--- src/rtl/i2c_am_pkg.sv ---
package i2c_am_pkg;
  typedef enum logic [2:0] {
    ST_IDLE,
    ST_ADDR,
    ST_HOLD,
    ST_ACK,
    ST_SKIP
  } am_state_e;
endpackage

--- src/rtl/i2c_am_cond.sv ---
// Bus condition detector: compares synchronised SCL/SDA with the previous sample.
module i2c_am_cond (
  input  logic clk,
  input  logic rst,
  input  logic scl_i,
  input  logic sda_i,
  output logic start_o,
  output logic stop_o,
  output logic rise_o,
  output logic fall_o
);
  logic scl_q, sda_q;

  always_ff @(posedge clk) begin
    if (rst) begin
      scl_q <= 1'b1;
      sda_q <= 1'b1;
    end else begin
      scl_q <= scl_i;
      sda_q <= sda_i;
    end
  end

  always_comb begin
    start_o = scl_q & scl_i & sda_q & ~sda_i;
    stop_o  = scl_q & scl_i & ~sda_q & sda_i;
    rise_o  = ~scl_q & scl_i;
    fall_o  = scl_q & ~scl_i;
  end
endmodule

--- src/rtl/i2c_am_shift.sv ---
// MSB-first shifter with a saturating bit counter.
module i2c_am_shift #(
  parameter int BW = 8
) (
  input  logic          clk,
  input  logic          rst,
  input  logic          clear_i,
  input  logic          rise_i,
  input  logic          sda_i,
  output logic [BW-1:0] byte_o,
  output logic          full_o
);
  localparam int CW = $clog2(BW + 1);
  localparam logic [CW-1:0] CNT_FULL = CW'(BW);

  logic [CW-1:0] cnt_q;

  always_ff @(posedge clk) begin
    if (rst) begin
      cnt_q  <= '0;
      byte_o <= '0;
    end else if (clear_i) begin
      cnt_q  <= '0;
    end else if (rise_i && (cnt_q != CNT_FULL)) begin
      byte_o <= {byte_o[BW-2:0], sda_i};
      cnt_q  <= cnt_q + 1'b1;
    end
  end

  assign full_o = (cnt_q == CNT_FULL);

  // bit counter never passes the byte length
  p_cnt_bound_r1: assert property (@(posedge clk) disable iff (rst)
    cnt_q <= CNT_FULL);
endmodule

--- src/rtl/i2c_am_cmp.sv ---
// Address compare: programmed, broadcast and match-all.
module i2c_am_cmp #(
  parameter int AW = 7
) (
  input  logic [AW:0] rx_byte_i,
  input  logic [AW:0] own_byte_i,
  input  logic        bcast_en_i,
  output logic        hit_o,
  output logic        bcast_hit_o
);
  logic [AW-1:0] rx_addr;
  logic          own_hit, any_hit;

  always_comb begin
    rx_addr     = rx_byte_i[AW:1];
    own_hit     = (rx_addr == own_byte_i[AW:1]);
    any_hit     = own_byte_i[0];
    bcast_hit_o = bcast_en_i && (rx_addr == '0);
    hit_o       = own_hit || any_hit || bcast_hit_o;
  end
endmodule

--- src/rtl/i2c_addr_matcher.sv ---
module i2c_addr_matcher
  import i2c_am_pkg::*;
#(
  parameter int AW          = 7,
  parameter int HOLD_CYCLES = 4
) (
  input  logic          clk,
  input  logic          rst,
  input  logic          scl_i,
  input  logic          sda_i,
  input  logic [AW:0]   own_addr_i,
  input  logic          bcast_en_i,
  input  logic          force_idle_i,
  input  logic          ack_late_i,
  output logic          sda_oe_o,
  output logic          match_o,
  output logic [AW-1:0] match_addr_o,
  output logic          match_rd_o,
  output logic          match_bcast_o
);
  localparam int BW = AW + 1;
  localparam int HW = (HOLD_CYCLES > 1) ? $clog2(HOLD_CYCLES) : 1;
  localparam logic [HW-1:0] HOLD_LAST = HW'(HOLD_CYCLES - 1);

  am_state_e     state_q;
  logic          start_w, stop_w, rise_w, fall_w;
  logic          sh_clear, sh_full;
  logic [BW-1:0] sh_byte;
  logic          hit_w, bc_hit_w;
  logic [HW-1:0] hold_q;
  logic          ninth_q;

  i2c_am_cond u_cond (
    .clk     (clk),
    .rst     (rst),
    .scl_i   (scl_i),
    .sda_i   (sda_i),
    .start_o (start_w),
    .stop_o  (stop_w),
    .rise_o  (rise_w),
    .fall_o  (fall_w)
  );

  assign sh_clear = start_w || force_idle_i || (state_q != ST_ADDR);

  i2c_am_shift #(.BW(BW)) u_shift (
    .clk     (clk),
    .rst     (rst),
    .clear_i (sh_clear),
    .rise_i  (rise_w),
    .sda_i   (sda_i),
    .byte_o  (sh_byte),
    .full_o  (sh_full)
  );

  i2c_am_cmp #(.AW(AW)) u_cmp (
    .rx_byte_i   (sh_byte),
    .own_byte_i  (own_addr_i),
    .bcast_en_i  (bcast_en_i),
    .hit_o       (hit_w),
    .bcast_hit_o (bc_hit_w)
  );

  always_ff @(posedge clk) begin
    if (rst) begin
      state_q       <= ST_IDLE;
      sda_oe_o      <= 1'b0;
      match_o       <= 1'b0;
      match_addr_o  <= '0;
      match_rd_o    <= 1'b0;
      match_bcast_o <= 1'b0;
      hold_q        <= '0;
      ninth_q       <= 1'b0;
    end else begin
      match_o <= 1'b0;
      if (force_idle_i) begin
        state_q  <= ST_IDLE;
        sda_oe_o <= 1'b0;
      end else if (start_w) begin
        state_q  <= ST_ADDR;
        sda_oe_o <= 1'b0;
      end else if (stop_w) begin
        state_q  <= ST_IDLE;
        sda_oe_o <= 1'b0;
      end else begin
        case (state_q)
          ST_ADDR: begin
            if (sh_full && fall_w) begin
              if (hit_w) begin
                match_o       <= 1'b1;
                match_addr_o  <= sh_byte[BW-1:1];
                match_rd_o    <= sh_byte[0];
                match_bcast_o <= bc_hit_w;
                ninth_q       <= 1'b0;
                hold_q        <= '0;
                if (ack_late_i) begin
                  state_q <= ST_HOLD;
                end else begin
                  state_q  <= ST_ACK;
                  sda_oe_o <= 1'b1;
                end
              end else begin
                state_q <= ST_SKIP;
              end
            end
          end
          ST_HOLD: begin
            if (rise_w) begin
              state_q  <= ST_ACK;
              sda_oe_o <= 1'b1;
              ninth_q  <= 1'b1;
            end else if (!scl_i) begin
              if (hold_q == HOLD_LAST) begin
                state_q  <= ST_ACK;
                sda_oe_o <= 1'b1;
              end else begin
                hold_q <= hold_q + 1'b1;
              end
            end
          end
          ST_ACK: begin
            if (rise_w) ninth_q <= 1'b1;
            if (fall_w && ninth_q) begin
              sda_oe_o <= 1'b0;
              state_q  <= ST_SKIP;
            end
          end
          default: ;
        endcase
      end
    end
  end

  // match indication is a single-cycle pulse
  p_pulse_single_r2: assert property (@(posedge clk) disable iff (rst)
    match_o |=> !match_o);

  // early mode drives the acknowledge together with the pulse
  p_early_ack_r6: assert property (@(posedge clk) disable iff (rst)
    (match_o && !$past(ack_late_i)) |-> sda_oe_o);

  // late mode keeps SDA released in the pulse cycle
  p_late_ack_r7: assert property (@(posedge clk) disable iff (rst)
    (match_o && $past(ack_late_i)) |-> !sda_oe_o);

  // a START always restarts address collection
  p_start_addr_r8: assert property (@(posedge clk) disable iff (rst)
    (start_w && !force_idle_i) |=> (state_q == ST_ADDR && !sda_oe_o));

  // a STOP returns to idle
  p_stop_idle_r9: assert property (@(posedge clk) disable iff (rst)
    (stop_w && !force_idle_i) |=> (state_q == ST_IDLE));

  // force-idle releases the bus and suppresses matches
  p_force_idle_r10: assert property (@(posedge clk) disable iff (rst)
    force_idle_i |=> (!sda_oe_o && !match_o && state_q == ST_IDLE));
endmodule

--- config.mk ---
export PLATFORM = sky130hd
export DESIGN_NAME = i2c_addr_matcher
export DESIGN_NICKNAME = d
export VERILOG_FILES = /design/src/rtl/i2c_am_pkg.sv /design/src/rtl/i2c_am_cond.sv /design/src/rtl/i2c_am_shift.sv /design/src/rtl/i2c_am_cmp.sv /design/src/rtl/i2c_addr_matcher.sv
export SDC_FILE = /design/constraint.sdc
export NUM_CORES = 1
export LEC_CHECK = 0
export ABC_AREA = 1
export BUFFER_PORTS_ARGS = -buffer_cell sky130_fd_sc_hd__buf_2
export CORE_ASPECT_RATIO = 0.9
export CORE_MARGIN = 5
export CORE_UTILIZATION = 45
export DETAILED_ROUTE_END_ITERATION = 6
export PLACE_DENSITY = 0.65
export SLEW_MARGIN = 20
export SYNTH_ARGS = -nofsm -noshare
export SYNTH_HDL_FRONTEND = slang
export SYNTH_HIERARCHICAL = 1
export SYNTH_SLANG_ARGS = --single-unit
--- constraint.sdc ---
create_clock -name clk -period 4.9 [get_ports clk]
set_clock_uncertainty 0.05 [all_clocks]
set_input_delay 0.735 -clock clk [delete_from_list [all_inputs] [get_ports clk]]
set_output_delay 0.735 -clock clk [all_outputs]
set_load 0.01 [all_outputs]
==> flow_summary.yaml, run 1 <==
sta:
  maxSlewHeadroom_pct: 48.2
  grt_setup_unrepaired: "false"
  layout_setup_ws_ns: 2.87
  fin_crit_sh_pct: 41.5
  setup_violations: 0
  slew_violations: 0
  worst_pin_slew_ns: 0.776
  timing.fmax_mhz: 492
  finalSetupTns_ns: 0
  hold_viol_final: 0
  final.min_clock_period_ns: 2.03
clocking:
  cts_tree: "done"
  ctsHoldBuffers: 0
  numCtsBuffers: 5
  cts.clk_slew.worst_paths_ns: 0.07
  cts_max_level: 2
  ctsResizeCount: 0
  cts_sinks: 31
  clk_latency_ns: 0.28
  clockBufferDepth: 2
  post_cts_buffers: 0
  cts-root-buf: "clkbuf_8"
placed_design:
  post-dp-hpwl_um: 2680
  io_buffers: 25
  dpl_worst_slack_ns: 2.26
  place_area_um2: 1900
  gp_congestion: 0.873
synthesis:
  synth_fa_ha_area_share_pct: 2.13
  synthArstFlopShare_pct: 0
  synth_xor_area_share_pct: 1.99
  synth-edff-count: 0
  yosys_register_bits: 31
  synth_mux_area_share_pct: 0
  synth-warning-count: 6
  syn_nets: 279
  avgSynthCellArea_um2: 6.74
  synthSimpleGateAreaFrac_pct: 41.1
  synth.distinct_cells: 28
  syn_inst: 261
  synth_top_family_by_area: "simple AND/OR/NAND/NOR gates"
  syn_area_um2: 1760
  yosysSeqAreaShare_pct: 35.3
  synth_commonest_cells: "nand2_1, nor2_1, inv_1, dfxtp_1, nand4_1"
  synthTopCellsByArea: "dfxtp_1, nand2_1, nor2_1"
  synthFlopType: "dfxtp_1"
  synth_top_area_share_pct: 35.3
  synth_area_leader_cell: "dfxtp_1"
  yosysMostFrequentCell: "nand2_1"
  synth_compound_area_share_pct: 7.40
routing:
  routedWlPerCell_um: 10.4
  drtAntennaViolNets: 0
  drt_iter0_drc: 65
  drcViolationCount: 0
  first_pass_iters: 4
  totalWireLength_um: 3490
  viasPerCell: 4.62
  dr_total_vias: 1552
floorplan:
  start_util_pct: 46.8
  dieArea_um2: 5260
  die_w_um: 75.9
  ioPinCount: 26
  die_h_um: 69.3
  fp-row-count: 21
  core-area_um2: 3760
power:
  vdd_drop_max_mv: 0.148
  cellPowerDensity_nw_per_um2: 266
  leakage_nw: 0.936
worst_setup_path:
  start_kind: "primary input"
  cp_top_family: "simple AND/OR/NAND/NOR gates"
  crit_slowest_cell: "nor2_2"
  worstReg2RegStart: "u_shift/cnt_q[0]"
  crit_required_ns: 5.02
  arrival_ns: 2.15
  crit_path_max_incr_delay_ns: 0.59
  end_kind: "register"
  critPathMostFrequentCell: "a21oi_1"
  cp.buffers_inverters: 2
  cp_cell_sequence: "buf_2 > inv_1 > nor2_2 > a21oi_1 > nand2_4 > nand3_2 > a21oi_1 > nor2_1"
  critPathKind: "in -> reg"
  critPathLaunch: "scl_i"
  path_max_fanout: 18
finish:
  final_cell_area_um2: 2010
  synthToLayoutAreaGrowth_pct: 14.2
  diodes: 0
  drive_gt1_share_pct: 23.1
  nNetsFinal: 307
  utilization_pct: 53.5
global_routing:
  grt_max_degree: 19
  grt_use_total_pct: 14.1
  antenna_found_initial: 0
  grt_pass1_vias: 1443
  grt.overflow.total: 0
  grt_pass1_wl_um: 6200
run_status:
  status: "finished clean"
worst_hold_path:
  hold_class: "reg -> reg"
  min-delay-start: "ninth_q"
flow_run:
  drv_cap: 0
power by group:
| group | switching [mW] | internal, mW |
|---|---|---|
| Combinational | 0.0319 | 0.0192 |
| Clock | 0.0979 | 0.128 |
| Sequential | 0.00267 | 0.255 |
placed cells by master, fill, tap and decap left out:
cell type,Yosys,final
nor3_4,1,1
a21oi_1,7,7
or2_1,1,1
nor2_1,47,46
nand3_2,3,3
clkinv_2,1,1
a21oi_2,2,2
ha_1,3,3
o21ai_0,4,4
nand3_1,5,5
nand2_1,61,61
dfxtp_1,31,31
clkinvlp_4,0,1
o21ai_2,2,2
or2_2,1,1
inv_1,39,39
xnor2_1,3,3
clkbuf_8,0,7
nor2_2,7,8
inv_2,6,6
xor2_1,1,1
nand2_4,2,2
nand3_4,2,2
nand4_1,12,12
nand2_2,5,5
o21ai_1,8,8
nand3b_1,2,2
buf_2,0,25
nor2_4,1,1
per-stage QoR:
stage / std cells / total power, mW / hold slack [ns]
after floorplan: 261 / 0.300 / 0.376
after global placement: 328 / 0.314 / 0.386
after detailed placement: 328 / 0.314 / 0.391
after CTS: 336 / 0.545 / 0.401
after global routing: 336 / 0.564 / 0.420
final: 336 / 0.534 / 0.404
area by class of cell:
cell class | instances | area, um2
multi-input combinational | 180 | 928
inverter | 46 | 174
clock inverter | 1 | 7.51
sequential | 31 | 621
clock buffer | 7 | 96.3
tap | 46 | 57.6
fill | 405 | 1750
timing repair buffer | 25 | 125
worst reg2reg max path: cells and delay by family, from the launching register on:
kind,cells,cell delay [ns]
adders and majority gates,1,0.19
and+or+nand+nor,6,0.83
DFF,1,0.34
buffers and inverters,3,0.37
cell families after synthesis:
logic type	count (synthesis)
and+or+nand+nor	150
buffers and inverters	50
DFF	31
AOI/OAI and AO/OA	23
xor gates and xnor gates	4
adders and majority gates	3
layer usage:
metal	GRT usage (%)	routed length [um]
met1	18.9	1810
met5	0	0
met3	4.29	193
met4	5.34	42
met2	21.2	1440
state kept, by name (all words and copies together), names as in the netlist:
name            cells
u_shift/cnt_q       4
u_shift/byte_o      8
match_addr_o        7
ninth_q             1
u_cond/scl_q        1
match_rd_o          1
match_o             1
sda_oe_o            1
match_bcast_o       1
u_cond/sda_q        1
state_q             3
hold_q              2
worst paths after layout:
path / to / slack [ns] / cells after the start
worst max-delay path: state_q[0] / 2.87 / 8
worst min-delay path: ninth_q / 0.40 / 2
worst max register to register: match_addr_o[4] / 3.07 / 10
worst min register to register: ninth_q / 0.40 / 2
No activity file was read; power rests on OpenSTA's default activity.
==> inputs of run 2 (changes only) <==
Settings changed: PLACE_DENSITY 0.65 to 0.68.
Clock period 4.9 ns to 1.8 ns, I/O delays scaled along.
==> run 2 against run 1 <==
Setup slack got worse by 2.7 ns. Global-route usage is 0.57 points lower. Total power rose to 2.6 times the previous value. Critical path type is now reg -> reg. First-iteration DRC count grew 46%. Die area unchanged. Design area up 0.93%.
==> flow_summary.yaml, run 2 (synthesis results as in run 1) <==
run_status:
  status: "finished clean"
clocking:
  clk_latency_ns: 0.28
  cts_sinks: 31
  numCtsBuffers: 5
  cts_tree: "done"
  clockBufferDepth: 2
  cts-root-buf: "clkbuf_8"
  ctsHoldBuffers: 0
  cts_max_level: 2
  cts.clk_slew.worst_paths_ns: 0.07
worst_setup_path:
  cp_cell_sequence: "inv_1 > nand2_1 > nand2_1 > nand2_1 > nor2_1 > nand2_1 > nand2_1 > nand3_2 > nor2_2 > nand2_1 > o21ai_1 > nor2_1"
  path_max_fanout: 6
  cp.buffers_inverters: 1
  critPathMostFrequentCell: "nand2_1"
  arrival_ns: 1.78
  crit_path_max_incr_delay_ns: 0.34
  crit_slowest_cell: "dfxtp_1"
  crit_required_ns: 1.93
  end_kind: "register"
  start_kind: "register"
  critPathKind: "reg -> reg"
  cp_top_family: "simple AND/OR/NAND/NOR gates"
routing:
  first_pass_iters: 4
  drt_iter0_drc: 95
  drcViolationCount: 0
  viasPerCell: 4.59
  routedWlPerCell_um: 10.2
  drtAntennaViolNets: 0
  dr_total_vias: 1556
  totalWireLength_um: 3440
power:
  vdd_drop_max_mv: 0.390
  leakage_nw: 0.937
  power_mw: 1.38
  cellPowerDensity_nw_per_um2: 681
sta:
  grt_setup_unrepaired: "false"
  fin_crit_sh_pct: 91.8
  finalSetupTns_ns: 0
  worst_pin_slew_ns: 0.334
  final.min_clock_period_ns: 1.65
  setup_violations: 0
  slew_violations: 0
  hold_viol_final: 0
  timing.fmax_mhz: 605
  maxSlewHeadroom_pct: 77.6
floorplan:
  fp-row-count: 21
  ioPinCount: 26
  die_h_um: 69.3
  start_util_pct: 46.8
  dieArea_um2: 5260
  core-area_um2: 3760
  die_w_um: 75.9
finish:
  drive_gt1_share_pct: 25.3
  synthToLayoutAreaGrowth_pct: 15.3
  fillers: 385
  final_cell_mix: "nand2_1, nor2_1, inv_1, dfxtp_1, buf_2"
  regMostFlops: "u_shift/byte_o"
  utilization_pct: 54.0
  mostFrequentLayoutCell: "nand2_1"
  nNetsFinal: 310
  reg_top3: "u_shift/byte_o: 8 flops, match_addr_o: 7 flops, u_shift/cnt_q: 4 flops"
  regArea_um2: 624
  largest_reg_flops: 8
  finalNonFillerCells: 339
  multi_input_area_um2: 941
  diodes: 0
  final_cell_area_um2: 2030
placed_design:
  post-place-cells: 330
  io_buffers: 25
  place_area_um2: 1920
  gp_congestion: 0.869
  post-dp-hpwl_um: 2720
global_routing:
  use_met2_pct: 20.1
  grt.overflow.total: 0
  grt_pass1_vias: 1401
  busiest_layer: "met2"
  gr-usage-met3_pct: 4.94
  grt_use_total_pct: 13.6
  grt_pass1_wl_um: 6000
  antenna_found_initial: 0
  use_met1_pct: 18.4
  grt_max_degree: 17
worst_hold_path:
  hold_class: "in -> reg"
flow_run:
  drv_cap: 0
## run 2: final cells by class
| class | instances | share of cell area [%] |
|---|---|---|
| Inverter | 46 | 8.70 |
| Timing Repair Buffer | 27 | 6.91 |
| Sequential cell | 31 | 30.8 |
| Tap cell | 46 | 2.84 |
| Clock inverter | 3 | 0.987 |
| Multi-Input combinational cell | 181 | 46.4 |
| Clock buffer | 5 | 3.39 |
## run 2: repair_timing
item	4_1_cts	5_1_grt
setup buffers	0	0
resized for setup	0	9
setup endpoints to repair	0	12
## run 2: worst reg2reg max path, cell delays in order (launching register included)
cell     delay (ns)
dfxtp_1        0.34
inv_1          0.08
nand2_1        0.05
nand2_1        0.05
nand2_1        0.05
nor2_1         0.13
nand2_1        0.06
nand2_1        0.09
nand3_2        0.13
nor2_2         0.15
nand2_1        0.15
o21ai_1        0.17
nor2_1         0.05
## run 2: report_power, final
group | total [mW] | switching [mW] | internal (mW) | leakage, nW
Combinational | 0.143 | 0.0890 | 0.0538 | 0.645
Clock | 0.538 | 0.270 | 0.269 | 0.0402
Sequential | 0.701 | 0.00676 | 0.694 | 0.252
Total | 1.38 | 0.365 | 1.02 | 0.937
## run 2: routing by layer
| layer | up-vias | wire [um] |
|---|---|---|
| met2 | 22 | 1460 |
| met5 | - | 0 |
| met4 | 0 | 19 |
| li1 | 862 | - |
| met1 | 670 | 1820 |
| met3 | 2 | 143 |
## run 2: worst paths after layout
kind / start / to / slack, ns / cells after the start
hold / removal: sda_i / u_cond/sda_q / 0.17 / 3
setup reg to reg: u_shift/byte_o[2] / match_addr_o[3] / 0.15 / 12
hold reg to reg: ninth_q / ninth_q / 0.40 / 2
setup / recovery: u_shift/byte_o[2] / match_addr_o[3] / 0.15 / 12
## run 2: stage by stage
step	setup slack [ns]	hold WS, ns
after floorplan	0.129	0.292
after global placement	0.0638	0.388
after detailed placement	0.0304	0.392
after CTS	0.0126	0.175
after global routing	0.00614	0.191
final	0.148	0.170
